==> config.mk <==
export PLATFORM = sky130hd
export DESIGN_NAME = dual_intc
export DESIGN_NICKNAME = d
export VERILOG_FILES = /design/src/rtl/dintc_pkg.sv /design/src/rtl/dintc_decode.sv /design/src/rtl/dintc_mask_reg.sv /design/src/rtl/dintc_raw_gen.sv /design/src/rtl/dintc_out_gen.sv /design/src/rtl/dual_intc.sv
export SDC_FILE = /design/constraint.sdc
export NUM_CORES = 1
export LEC_CHECK = 0
export ABC_AREA = 1
export CAP_MARGIN = 10
export CORE_MARGIN = 2
export CORE_UTILIZATION = 43
export CTS_BUF_LIST = sky130_fd_sc_hd__clkbuf_2 sky130_fd_sc_hd__clkbuf_4 sky130_fd_sc_hd__clkbuf_8
export DETAILED_ROUTE_END_ITERATION = 16
export PLACE_DENSITY = 0.78
export SLEW_MARGIN = 20
export SYNTH_ARGS = -nofsm -noshare
export SYNTH_HDL_FRONTEND = slang
export SYNTH_HIERARCHICAL = 1
export SYNTH_SLANG_ARGS = --single-unit
==> constraint.sdc <==
create_clock -name clk -period 1.6 [get_ports clk]
set_clock_uncertainty 0.2 [all_clocks]
set_input_delay 0.32 -clock clk [delete_from_list [all_inputs] [get_ports clk]]
set_output_delay 0.32 -clock clk [all_outputs]
set_load 0.05 [all_outputs]
==> src/rtl/dintc_pkg.sv <==
package dintc_pkg;

  localparam int unsigned IX_IMASKED = 0;
  localparam int unsigned IX_IRAW    = 1;
  localparam int unsigned IX_IEN_SET = 2;
  localparam int unsigned IX_IEN_CLR = 3;
  localparam int unsigned IX_SW_SET  = 4;
  localparam int unsigned IX_SW_CLR  = 5;
  localparam int unsigned IX_FMASKED = 8;
  localparam int unsigned IX_FRAW    = 9;
  localparam int unsigned IX_FEN_SET = 10;
  localparam int unsigned IX_FEN_CLR = 11;

  typedef struct packed {
    logic ien_set;
    logic ien_clr;
    logic fen_set;
    logic fen_clr;
    logic sw_set;
    logic sw_clr;
  } wr_strobe_t;

  typedef enum logic [2:0] {
    RS_ZERO,
    RS_RAW,
    RS_IMASKED,
    RS_FMASKED,
    RS_IEN,
    RS_FEN,
    RS_SWBIT
  } rd_sel_t;

endpackage

==> src/rtl/dintc_decode.sv <==
module dintc_decode
  import dintc_pkg::*;
#(
  parameter int unsigned AW = 8
) (
  input  logic       req_valid,
  input  logic       req_write,
  input  logic [AW-1:0] req_addr,
  input  logic       wdata_bit0,
  output wr_strobe_t wstb,
  output rd_sel_t    rsel
);
  localparam int unsigned IXW = AW - 2;

  logic [IXW-1:0] idx;
  logic           do_wr;

  assign idx   = req_addr[AW-1:2];
  assign do_wr = req_valid && req_write;

  always_comb begin
    wstb = '0;
    if (do_wr) begin
      unique case (int'(idx))
        IX_IEN_SET: wstb.ien_set = 1'b1;
        IX_IEN_CLR: wstb.ien_clr = 1'b1;
        IX_FEN_SET: wstb.fen_set = 1'b1;
        IX_FEN_CLR: wstb.fen_clr = 1'b1;
        IX_SW_SET:  wstb.sw_set  = wdata_bit0;
        IX_SW_CLR:  wstb.sw_clr  = wdata_bit0;
        default:    wstb = '0;
      endcase
    end
  end

  always_comb begin
    unique case (int'(idx))
      IX_IMASKED: rsel = RS_IMASKED;
      IX_IRAW:    rsel = RS_RAW;
      IX_IEN_SET: rsel = RS_IEN;
      IX_SW_SET:  rsel = RS_SWBIT;
      IX_FMASKED: rsel = RS_FMASKED;
      IX_FRAW:    rsel = RS_RAW;
      IX_FEN_SET: rsel = RS_FEN;
      default:    rsel = RS_ZERO;
    endcase
  end

endmodule

==> src/rtl/dintc_mask_reg.sv <==
module dintc_mask_reg #(
  parameter int unsigned N = 32
) (
  input  logic         clk,
  input  logic         rst_n,
  input  logic         set_stb,
  input  logic         clr_stb,
  input  logic [N-1:0] wdata,
  output logic [N-1:0] mask
);
  always_ff @(posedge clk or negedge rst_n) begin
    if (!rst_n) begin
      mask <= '0;
    end else if (set_stb) begin
      mask <= mask | wdata;
    end else if (clr_stb) begin
      mask <= mask & ~wdata;
    end
  end
endmodule

==> src/rtl/dintc_raw_gen.sv <==
module dintc_raw_gen #(
  parameter int unsigned N = 32
) (
  input  logic         clk,
  input  logic         rst_n,
  input  logic         sw_set,
  input  logic         sw_clr,
  input  logic [N-1:0] src,
  output logic         sw_q,
  output logic [N-1:0] raw
);
  always_ff @(posedge clk or negedge rst_n) begin
    if (!rst_n) begin
      sw_q <= 1'b0;
    end else if (sw_set) begin
      sw_q <= 1'b1;
    end else if (sw_clr) begin
      sw_q <= 1'b0;
    end
  end

  for (genvar b = 0; b < N; b++) begin : g_raw
    if (b == 0) begin : g_sw
      assign raw[b] = src[b] | sw_q;
    end else begin : g_hw
      assign raw[b] = src[b];
    end
  end
endmodule

==> src/rtl/dintc_out_gen.sv <==
module dintc_out_gen #(
  parameter int unsigned N = 32
) (
  input  logic         clk,
  input  logic         rst_n,
  input  logic [N-1:0] raw,
  input  logic [N-1:0] ien,
  input  logic [N-1:0] fen,
  output logic         irq_q,
  output logic         fiq_q
);
  logic irq_d;
  logic fiq_d;

  assign irq_d = |(raw & ien);
  assign fiq_d = |(raw & fen);

  always_ff @(posedge clk or negedge rst_n) begin
    if (!rst_n) begin
      irq_q <= 1'b0;
      fiq_q <= 1'b0;
    end else begin
      irq_q <= irq_d;
      fiq_q <= fiq_d;
    end
  end
endmodule

==> src/rtl/dual_intc.sv <==
module dual_intc
  import dintc_pkg::*;
#(
  parameter int unsigned N  = 32,
  parameter int unsigned AW = 8
) (
  input  logic          clk,
  input  logic          rst_n,
  input  logic [N-1:0]  src_lvl,
  input  logic          req_valid,
  input  logic          req_write,
  input  logic [AW-1:0] req_addr,
  input  logic [N-1:0]  req_wdata,
  output logic          rsp_valid,
  output logic [N-1:0]  rsp_rdata,
  output logic          irq_out,
  output logic          fiq_out
);
  wr_strobe_t   wstb;
  rd_sel_t      rsel;
  logic [N-1:0] irq_en;
  logic [N-1:0] fiq_en;
  logic [N-1:0] raw;
  logic         sw_q;
  logic [N-1:0] rd_mux;

  dintc_decode #(.AW(AW)) u_dec (
    .req_valid (req_valid),
    .req_write (req_write),
    .req_addr  (req_addr),
    .wdata_bit0(req_wdata[0]),
    .wstb      (wstb),
    .rsel      (rsel)
  );

  dintc_mask_reg #(.N(N)) u_ien (
    .clk    (clk),
    .rst_n  (rst_n),
    .set_stb(wstb.ien_set),
    .clr_stb(wstb.ien_clr),
    .wdata  (req_wdata),
    .mask   (irq_en)
  );

  dintc_mask_reg #(.N(N)) u_fen (
    .clk    (clk),
    .rst_n  (rst_n),
    .set_stb(wstb.fen_set),
    .clr_stb(wstb.fen_clr),
    .wdata  (req_wdata),
    .mask   (fiq_en)
  );

  dintc_raw_gen #(.N(N)) u_raw (
    .clk   (clk),
    .rst_n (rst_n),
    .sw_set(wstb.sw_set),
    .sw_clr(wstb.sw_clr),
    .src   (src_lvl),
    .sw_q  (sw_q),
    .raw   (raw)
  );

  dintc_out_gen #(.N(N)) u_out (
    .clk  (clk),
    .rst_n(rst_n),
    .raw  (raw),
    .ien  (irq_en),
    .fen  (fiq_en),
    .irq_q(irq_out),
    .fiq_q(fiq_out)
  );

  always_comb begin
    unique case (rsel)
      RS_RAW:     rd_mux = raw;
      RS_IMASKED: rd_mux = raw & irq_en;
      RS_FMASKED: rd_mux = raw & fiq_en;
      RS_IEN:     rd_mux = irq_en;
      RS_FEN:     rd_mux = fiq_en;
      RS_SWBIT:   rd_mux = {{(N-1){1'b0}}, raw[0]};
      default:    rd_mux = '0;
    endcase
  end

  always_ff @(posedge clk or negedge rst_n) begin
    if (!rst_n) begin
      rsp_valid <= 1'b0;
      rsp_rdata <= '0;
    end else begin
      rsp_valid <= req_valid && !req_write;
      if (req_valid && !req_write) begin
        rsp_rdata <= rd_mux;
      end
    end
  end

endmodule

==> results.tsv <==
metric	value	unit
nets	1156	
io_pins	111	
clk_latency	390	ps
grt_usage	26.1	%
drt_drc_violations_left	0	
hp-class	in -> reg	
grt-busiest-layer	met2	
max_cap_viol_count	0	
place_congestion	0.859	
final_cells	1265	
grt_use_met1	33.6	%
grt_pass1_wl	30600	microns
reg2reg_slack	130	ps
fillCellCount	1202	
yosys_register_bits	100	
yosysUniqueCellTypes	17	
ff_latch_area	0.00250	sq mm
syn-num-nets	1031	
mappedNetlistArea	0.00606	sq mm
cp_top_family	simple AND/OR/NAND/NOR gates	
grt_start_max_net_pins	70	
violations	setup timing	
path_cells	buf_2, inv_1, nor2_2, nand3_1, nand3_4, buf_4, buf_4, nor2_1, nor2_1, nor2_1, nand3_1, nand2_1	
path_buf_inv	4	
fin_crit	1620	ps
synthArstFlopShare	100	%
grt_pass1_vias	6166	
slowest_stage	buf_4	
core.rowCount	43	
layout-drive-gt1-share	17.5	%
yosys.area.top_type	nand2_1	
portBuffers	108	
seq_area_frac_synth	41.3	%
synthTopCellsByCount	nand2_1, dfrtp_1, nand3_1, buf_4, nor2_1	
viasPerCell	5.23	
synth.area.top_cells	nand2_1, dfrtp_1, buf_4	
synth_edf_count	0	
cp-end-kind	register	
overflow	0	
dp_cells	1229	
clkTransAtPathRegs	110	ps
numCtsBuffers	9	
cp_slowest_stage_delay	170	ps
postSynthAreaPerCell	6.35	sq um
rsz0062_at_grt	true	
path_max_fanout	4	
start_util	43.9	%
worstPathArrival	1750	ps
hpwl	12600	microns
ys_warn_count	6	
multi_input_area	0.00317	sq mm
wl_per_cell	16.0	microns
synth_top_area_share	42.5	%
cts_tree	done	
worstPathRequired	1740	ps
final_util	61.9	%
die_h	123	microns
critPathKind	in -> reg	
dieArea	0.0151	sq mm
p_leak	4.65	nW
cts.sink_count	100	
areaGrowthSynthToFinish	41.2	%
use_met3	6.09	%
coreArea	0.0138	sq mm
wirelength	20200	microns
status	complete, but fails checks	
tightest_slew	409	ps
fin_ws	-15.2	ps
n_antenna_cell	0	
fmax	0.619	GHz
hold_viol	0	
vias	6617	
dieWidth	123	microns
start_kind	input pin	
cts_root_buffer	clkbuf_8	
synth_ff_type	dfrtp_1	
use_met2	43.6	%
setup_viol	2	
maxSlewHeadroom	72.8	%
cts_max_path_buffers	2	
htree_levels	3	
ir_drop	528	uV
synthCells	955	
yosysMostFrequentCell	nand2_1	
postRouteAntennaNets	0	
power-per-cell-area	722	mW/mm^2
dr.pass1.iters	5	
crit_top_cell	nor2_1	
finalMaxSlewViolations	0	
drt_iter0_drc	786	
period_share	101	%
antenna_found_initial	0	
final cells by class:
class	count	area share, %
flip-flops and latches	100	29.2
well taps	180	2.63
clock buffers	13	1.87
repair buffers	183	27.7
clock inverters	3	0.804
inverters	16	0.731
multi-input cells	770	37.0
per-layer routing:
layer | share of wire, % | up-vias
met5 | 0 | -
met4 | 3.2 | 0
met3 | 9.4 | 63
met2 | 48 | 375
met1 | 39 | 3083
li1 | - | 3096
cell families after synthesis:
group / Yosys count / share of synthesized area (%)
AND/OR/NAND/NOR: 767 / 48.8
flip-flops: 100 / 41.3
AO/OA/AOI/OAI: 3 / 0.248
buffers and inverters: 85 / 9.70
layout by cell type, fill, tap and decap left out, types with 5 or more instances in the layout:
| master | instances |
|---|---|
| nor2_2 | 6 |
| inv_1 | 10 |
| clkbuf_8 | 10 |
| buf_6 | 11 |
| nand2_2 | 28 |
| nand3_1 | 34 |
| nor2_1 | 27 |
| inv_2 | 5 |
| buf_12 | 49 |
| clkdlybuf4s50_1 | 64 |
| dfrtp_1 | 99 |
| buf_4 | 41 |
| nand2_1 | 656 |
stage by stage:
step	setup TNS (ps)	power (mW)	hold WS, ps	setup slack [ps]	instance area, sq um
4_1_cts	-327	6.11	159	-22.3	8260
3_5_place_dp	-58270	4.19	171	-791	7780
6_report	-17.1	6.18	146	-15.2	8560
3_3_place_gp	-52170	4.15	167	-669	7780
2_1_floorplan	-1780	3.51	-176	-59.8	6070
5_1_grt	-1490	6.44	186	-108	8560
worst paths after layout:
path | startpoint | to | cells past startpoint
min reg2reg | u_raw/sw_q$_DFFE_PN0P_ | u_raw/sw_q$_DFFE_PN0P_ | 2
max | req_addr[3] | rsp_rdata[0]$_DFFE_PN0P_ | 12
max reg2reg | u_raw/sw_q$_DFFE_PN0P_ | u_out/irq_q$_DFF_PN0_ | 7
min in group asynchronous | rst_n | asynchronous set/reset pin | 3
min | req_addr[6] | u_raw/sw_q$_DFFE_PN0P_ | 7
max in group asynchronous | rst_n | asynchronous set/reset pin | 3
repair_timing:
| action | 4_1_cts | 5_1_grt |
|---|---|---|
| gates resized for setup | 47 | 56 |
| endpoints found under the setup margin | 96 | 89 |
| hold buffers | 1 | 0 |
| endpoints found under the hold margin | 100 | 0 |
| cloned | 4 | 4 |
| buffers inserted | 10 | 3 |
| pin swaps | 7 | 44 |
tightest hold or removal path, stage by stage:
cell     delay [ps]
buf_6            70
nor2_4           50
nand3_1          80
nor2_1           40
inv_1            40
nand2_1          40
nand2_1          50
power by group:
group          leakage (nW)  internal, mW  switching [mW]  total, mW
clock network         0.118         0.984           0.926       1.91
logic                  3.17         0.630           0.771       1.40
registers              1.36          2.70           0.167       2.87
No activity file was read; power rests on OpenSTA's default activity.
